**src/rtl/tblrd_pkg.sv**
```systemverilog
package tblrd_pkg;

    // pointer adjust codes carried by a table-read command
    typedef enum logic [1:0] {
        TR_HOLD    = 2'd0,
        TR_POSTINC = 2'd1,
        TR_POSTDEC = 2'd2,
        TR_PREINC  = 2'd3
    } tr_mode_e;

    // sequencer phases
    typedef enum logic [1:0] {
        PH_IDLE    = 2'd0,
        PH_ISSUE   = 2'd1,
        PH_CAPTURE = 2'd2
    } tr_phase_e;

    // pointer piece selects
    localparam logic [1:0] PSEL_LO = 2'd0;
    localparam logic [1:0] PSEL_HI = 2'd1;
    localparam logic [1:0] PSEL_UP = 2'd2;

    // decoded pointer movement
    typedef struct packed {
        logic move;   // pointer changes by one
        logic down;   // direction is decrement
        logic pre;    // access uses the moved pointer
    } tr_step_t;

    function automatic tr_step_t tr_decode(tr_mode_e m);
        tr_step_t s;
        case (m)
            TR_HOLD:    s = '{move: 1'b0, down: 1'b0, pre: 1'b0};
            TR_POSTINC: s = '{move: 1'b1, down: 1'b0, pre: 1'b0};
            TR_POSTDEC: s = '{move: 1'b1, down: 1'b1, pre: 1'b0};
            TR_PREINC:  s = '{move: 1'b1, down: 1'b0, pre: 1'b1};
            default:    s = '{move: 1'b0, down: 1'b0, pre: 1'b0};
        endcase
        return s;
    endfunction

endpackage

```
**src/rtl/tblrd_ptr_regs.sv**
```systemverilog
module tblrd_ptr_regs
    import tblrd_pkg::*;
#(
    parameter int PTR_W  = 21,
    parameter int BYTE_W = 8
) (
    input  logic              clk_i,
    input  logic              rst_i,
    input  logic              wr_i,
    input  logic [1:0]        sel_i,
    input  logic [BYTE_W-1:0] data_i,
    input  logic              adv_i,
    input  tr_step_t          step_i,
    output logic [PTR_W-1:0]  ptr_o,
    output logic [PTR_W-1:0]  eff_o
);
    localparam int UP_W = PTR_W - 2 * BYTE_W;

    logic [PTR_W-1:0] ptr_q;
    logic [PTR_W-1:0] ptr_inc;
    logic [PTR_W-1:0] ptr_dec;

    assign ptr_inc = ptr_q + PTR_W'(1);
    assign ptr_dec = ptr_q - PTR_W'(1);
    assign eff_o   = step_i.pre ? ptr_inc : ptr_q;
    assign ptr_o   = ptr_q;

    always_ff @(posedge clk_i) begin
        if (rst_i) begin
            ptr_q <= '0;
        end else if (adv_i) begin
            if (step_i.move)
                ptr_q <= step_i.down ? ptr_dec : ptr_inc;
        end else if (wr_i) begin
            case (sel_i)
                PSEL_LO: ptr_q[BYTE_W-1:0]        <= data_i;
                PSEL_HI: ptr_q[2*BYTE_W-1:BYTE_W] <= data_i;
                PSEL_UP: ptr_q[PTR_W-1:2*BYTE_W]  <= data_i[UP_W-1:0];
                default: ;
            endcase
        end
    end
endmodule

```
**src/rtl/tblrd_seq.sv**
```systemverilog
module tblrd_seq
    import tblrd_pkg::*;
#(
    parameter int PTR_W = 21
) (
    input  logic             clk_i,
    input  logic             rst_i,
    input  logic             cmd_valid_i,
    input  logic [PTR_W-1:0] eff_i,
    output logic             accept_o,
    output logic             busy_o,
    output logic             mem_rd_o,
    output logic [PTR_W-2:0] mem_addr_o,
    output logic             byte_hi_o,
    output logic             load_o
);
    tr_phase_e        phase_q;
    logic [PTR_W-2:0] addr_q;
    logic             hi_q;

    assign accept_o   = (phase_q == PH_IDLE) && cmd_valid_i;
    assign busy_o     = (phase_q != PH_IDLE);
    assign mem_rd_o   = (phase_q == PH_ISSUE);
    assign load_o     = (phase_q == PH_CAPTURE);
    assign mem_addr_o = addr_q;
    assign byte_hi_o  = hi_q;

    always_ff @(posedge clk_i) begin
        if (rst_i) begin
            phase_q <= PH_IDLE;
            addr_q  <= '0;
            hi_q    <= 1'b0;
        end else begin
            case (phase_q)
                PH_IDLE: if (cmd_valid_i) begin
                    phase_q <= PH_ISSUE;
                    addr_q  <= eff_i[PTR_W-1:1];
                    hi_q    <= eff_i[0];
                end
                PH_ISSUE:   phase_q <= PH_CAPTURE;
                PH_CAPTURE: phase_q <= PH_IDLE;
                default:    phase_q <= PH_IDLE;
            endcase
        end
    end
endmodule

```
**src/rtl/tblrd_byte_sel.sv**
```systemverilog
module tblrd_byte_sel #(
    parameter int BYTE_W = 8
) (
    input  logic                clk_i,
    input  logic                rst_i,
    input  logic                load_i,
    input  logic                hi_i,
    input  logic [2*BYTE_W-1:0] word_i,
    output logic [BYTE_W-1:0]   latch_o
);
    localparam int LANES = 2;

    logic [BYTE_W-1:0] lane [LANES];

    for (genvar g = 0; g < LANES; g++) begin : g_lane
        assign lane[g] = word_i[g*BYTE_W +: BYTE_W];
    end

    always_ff @(posedge clk_i) begin
        if (rst_i)
            latch_o <= '0;
        else if (load_i)
            latch_o <= lane[hi_i];
    end
endmodule

```
**src/rtl/tblrd_unit.sv**
```systemverilog
module tblrd_unit
    import tblrd_pkg::*;
#(
    parameter int PTR_W  = 21,
    parameter int BYTE_W = 8
) (
    input  logic                clk_i,
    input  logic                rst_i,
    input  logic                ptr_wr_i,
    input  logic [1:0]          ptr_sel_i,
    input  logic [BYTE_W-1:0]   ptr_data_i,
    input  logic                cmd_valid_i,
    input  logic [1:0]          cmd_mode_i,
    output logic                busy_o,
    output logic [PTR_W-1:0]    ptr_o,
    output logic [BYTE_W-1:0]   latch_o,
    output logic                mem_rd_o,
    output logic [PTR_W-2:0]    mem_addr_o,
    input  logic [2*BYTE_W-1:0] mem_rdata_i
);
    tr_step_t         step;
    logic [PTR_W-1:0] eff;
    logic             accept;
    logic             wr_ok;
    logic             byte_hi;
    logic             load;

    assign step  = tr_decode(tr_mode_e'(cmd_mode_i));
    // writes only land when idle and no command competes
    assign wr_ok = ptr_wr_i && !busy_o && !cmd_valid_i;

    tblrd_ptr_regs #(.PTR_W(PTR_W), .BYTE_W(BYTE_W)) ptr_i (
        .clk_i  (clk_i),
        .rst_i  (rst_i),
        .wr_i   (wr_ok),
        .sel_i  (ptr_sel_i),
        .data_i (ptr_data_i),
        .adv_i  (accept),
        .step_i (step),
        .ptr_o  (ptr_o),
        .eff_o  (eff)
    );

    tblrd_seq #(.PTR_W(PTR_W)) seq_i (
        .clk_i       (clk_i),
        .rst_i       (rst_i),
        .cmd_valid_i (cmd_valid_i),
        .eff_i       (eff),
        .accept_o    (accept),
        .busy_o      (busy_o),
        .mem_rd_o    (mem_rd_o),
        .mem_addr_o  (mem_addr_o),
        .byte_hi_o   (byte_hi),
        .load_o      (load)
    );

    tblrd_byte_sel #(.BYTE_W(BYTE_W)) sel_i (
        .clk_i   (clk_i),
        .rst_i   (rst_i),
        .load_i  (load),
        .hi_i    (byte_hi),
        .word_i  (mem_rdata_i),
        .latch_o (latch_o)
    );
endmodule

```
**config.mk**
```make
export PLATFORM = sky130hd
export DESIGN_NAME = tblrd_unit
export DESIGN_NICKNAME = d
export VERILOG_FILES = /design/src/rtl/tblrd_pkg.sv /design/src/rtl/tblrd_ptr_regs.sv /design/src/rtl/tblrd_seq.sv /design/src/rtl/tblrd_byte_sel.sv /design/src/rtl/tblrd_unit.sv
export SDC_FILE = /design/constraint.sdc
export NUM_CORES = 1
export LEC_CHECK = 0
export BUFFER_PORTS_ARGS = -buffer_cell sky130_fd_sc_hd__buf_2
export CAP_MARGIN = 20
export CORE_MARGIN = 2
export CORE_UTILIZATION = 30
export DETAILED_ROUTE_END_ITERATION = 8
export PLACE_DENSITY_LB_ADDON = 0.3
export SKIP_LAST_GASP = 1
export SLEW_MARGIN = 20
export SYNTH_ARGS = -nofsm -noshare
export SYNTH_HDL_FRONTEND = slang
export SYNTH_SLANG_ARGS = --single-unit
```
**constraint.sdc**
```tcl
create_clock -name clk_i -period 3.8 [get_ports clk_i]
set_input_delay 0.38 -clock clk_i [delete_from_list [all_inputs] [get_ports clk_i]]
set_output_delay 0.38 -clock clk_i [all_outputs]
set_load 0.02 [all_outputs]
```
==> impl_metrics.tcl <==
set metrics [dict create \
    path_buf_inv 0 \
    worstPathRequired_ps 4030 \
    drv_slew 0 \
    ys_seq_area_frac 0.3042 \
    r2r_setup_slack_ps 1300 \
    die_h_um 110.8 \
    tightest_slew_ps 1020 \
    syn-cell-area_mm2 0.003422 \
    rows 39 \
    yosysUniqueCellTypes 63 \
    dieWidth_um 110.8 \
    grt_overflow 0 \
    gp_congestion 0.9005 \
    num_antenna_cells 0 \
    drive_gt1_frac 0.2412 \
    portBuffers 82 \
    areaGrowthSynthToFinish_pct 17.73 \
    synth-edff-count 0 \
    grtUsageMet3 0.02952 \
    post-route-period-util 0.6570 \
    nets 514 \
    routedWlPerCell_um 17.09 \
    drc 0 \
    max_freq_ghz 0.4005 \
    path_delay_family "simple AND/OR/NAND/NOR gates" \
    ant_nets 0 \
    path_clk_slew_ps 70 \
    min_path_cells 3 \
    die_area_mm2 0.01228 \
    yosysWarnings 0 \
    antenna_found_initial 0 \
    slew_headroom 0.3183 \
    numCtsBuffers 5 \
    p_leak_nw 1.555 \
    start_util 0.3036 \
    synthesis.nets 464 \
    cts_resized 0 \
    cts_tree "yes" \
    grt_max_degree 60 \
    first_pass_iters 5 \
    grt_busiest_layer "met2" \
    finalClockSkew_ps 10.03 \
    yosysTopAreaCell "dfxtp_1" \
    end_kind "flip-flop" \
    holdPathEnd "sel_i.latch_o[7]" \
    cts.sink_count 52 \
    r2r-start "ptr_i.ptr_o[1]" \
    htreeDepth 2 \
    drt_first_iter_violations 337 \
    drv_cap 0 \
    dp_hpwl_um 7881 \
    min-delay-start "mem_rdata_i[7]" \
    grt_util_all_layers 0.1716 \
    core_region_area_mm2 0.01127 \
    critPathKind "reg2reg" \
    grt_pass1_wl_um 17530 \
    postCtsHoldBufs 0 \
    place_inst 616 \
    cts_buffer_depth 2 \
    hold_ws_ps 406.9 \
    reg2reg_to "seq_i.mem_addr_o[17]" \
    hold_path.class "in2reg" \
    grt_pass1_vias 3259 \
    finalSetupTns_ps 0 \
    finalHoldViolations 0 \
    cts_setup_buffers 0 \
    yosysTopAreaCellShare 0.3042 \
    syn_inst 430 \
    wl_um 10670 \
    p_per_area_mw_per_mm2 394.4 \
    worst_path_max_delay_cell "dfxtp_1" \
    reg2regPathDepth 6 \
    synthTopCellsByArea "dfxtp_1, a211oi_1, nor2_1, mux2i_1, nand3_1" \
    ys_ff_latch 52 \
    viasPerCell 5.579 \
    slowest_delay_ps 530 \
    status "completed" \
    crit_arrival_ps 2720 \
    clk_latency_ps 300 \
    setup_viol 0 \
    vdd_drop_max_v 0.0001928 \
    synth.avg_cell_area_um2 7.958 \
    grt_use_met2 0.2691 \
    vias 3481 \
    io_pins 83 \
    crit_chain "ha_1 -> nand3_1 -> nor4_4 -> or3b_1 -> xor2_1 -> a211oi_2" \
    final_cells 624 \
    synthFlopType "dfxtp_1" \
    async_reset_ff_frac 0 \
    cts-root-buf "clkbuf_16" \
    rsz0062_at_grt "false" \
    use_met1 0.2362 \
    crit_fanout 9 \
    finalCriticalPeriod_ps 2497 \
    critPathLaunchType "flip-flop" \
]
## synth_stat cells, drive strengths merged (8+ instances only)
cell,n
nor4,10
a211oi,26
buf,16
nand4,9
clkbuf,26
dfxtp,52
o32ai,8
or3,9
nand2,30
a21oi,15
nand3,24
inv,8
nor3,22
o21ai,10
nor2,46
mux2i,14
xnor2,11
xor2,8
## per-stage QoR
step	setup slack, ps	total power, W	instance area (um^2)	util
after floorplan	1618	0.0009442	3422	-
after detailed placement	1330	0.001067	3857	0.3422
after CTS	1310	0.001603	4029	0.3574
final	1303	0.001589	4029	0.3574
after global placement	1334	0.001063	3857	0.3422
after global routing	1179	0.001672	4029	0.3574
## flip-flops by register name, summed over array words and instances (netlist names)
name / flops
seq_i.byte_hi_o: 1
ptr_i.ptr_o: 21
sel_i.latch_o: 8
seq_i.phase_q: 2
seq_i.mem_addr_o: 20
## layout make-up
type                    instances  area, um^2
well taps                     143       178.9
fillers                      1196        7243
multi-input cells             328        2175
clock inverters                 3       46.29
repair buffers                 85       432.9
clock buffers                   5       125.1
flip-flops and latches         52        1041
inverters                       8       30.03
## report_power, final
group | total, W | internal [W] | switching (W) | leakage, nW
combinational | 0.000395 | 0.000153 | 0.000241 | 1.05
sequential | 0.000664 | 0.000587 | 0.0000766 | 0.427
clock | 0.000531 | 0.000313 | 0.000218 | 0.0804
total | 0.00159 | 0.00105 | 0.000536 | 1.56
## routing by layer
layer / share of wire / wire length, um
met4: 0.024 / 256
met3: 0.066 / 705
met2: 0.46 / 4935
met5: 0 / 0
met1: 0.45 / 4768
## worst register-to-register path: stages (launching register included)
cell	delay [ps]
dfxtp_1	530
ha_1	300
nand3_1	310
nor4_4	500
or3b_1	400
xor2_1	170
a211oi_2	210
## kinds of logic after synthesis
group / synth area share
compound gates: 0.2146
xor+xnor: 0.04863
fa+ha+maj: 0.007311
buf+inv: 0.06216
flops: 0.3042
mux: 0.05411
simple gates: 0.3090
## worst max-delay path by stage
| stage | start | end | slack (ps) | depth (start not counted) |
|---|---|---|---|---|
| 3_3_place_gp | cmd_valid_i | ptr_i.ptr_o[17] | 1330 | 8 |
| 3_5_place_dp | ptr_i.ptr_o[1] | seq_i.mem_addr_o[17] | 1330 | 6 |
| 6_report | ptr_i.ptr_o[1] | seq_i.mem_addr_o[17] | 1300 | 6 |
| 4_1_cts | ptr_i.ptr_o[1] | seq_i.mem_addr_o[17] | 1310 | 6 |
| 5_1_grt | ptr_i.ptr_o[1] | seq_i.mem_addr_o[17] | 1180 | 6 |
| 2_1_floorplan | ptr_i.ptr_o[1] | seq_i.mem_addr_o[17] | 1620 | 6 |
## placed cells by master (no fill, tap or decap), drive strengths merged, types with 3 or more instances in the layout
cell	instances
nor2	46
nor3b	5
nand3	24
xnor2	11
a21bo	3
nand2	30
nor4	10
o32ai	8
nor3	22
nor4b	3
or4	5
o31ai	7
and3	7
and4	3
a21oi	15
a211oi	26
mux2	4
or2	3
a22oi	4
a311oi	3
inv	9
o21ai	10
or3b	4
nor2b	4
nand4	9
buf	85
a31oi	4
or3	9
xor2	8
dfxtp	52
o221ai	3
mux2i	14
clkbuf	5
(Power assumes the default switching activity.)
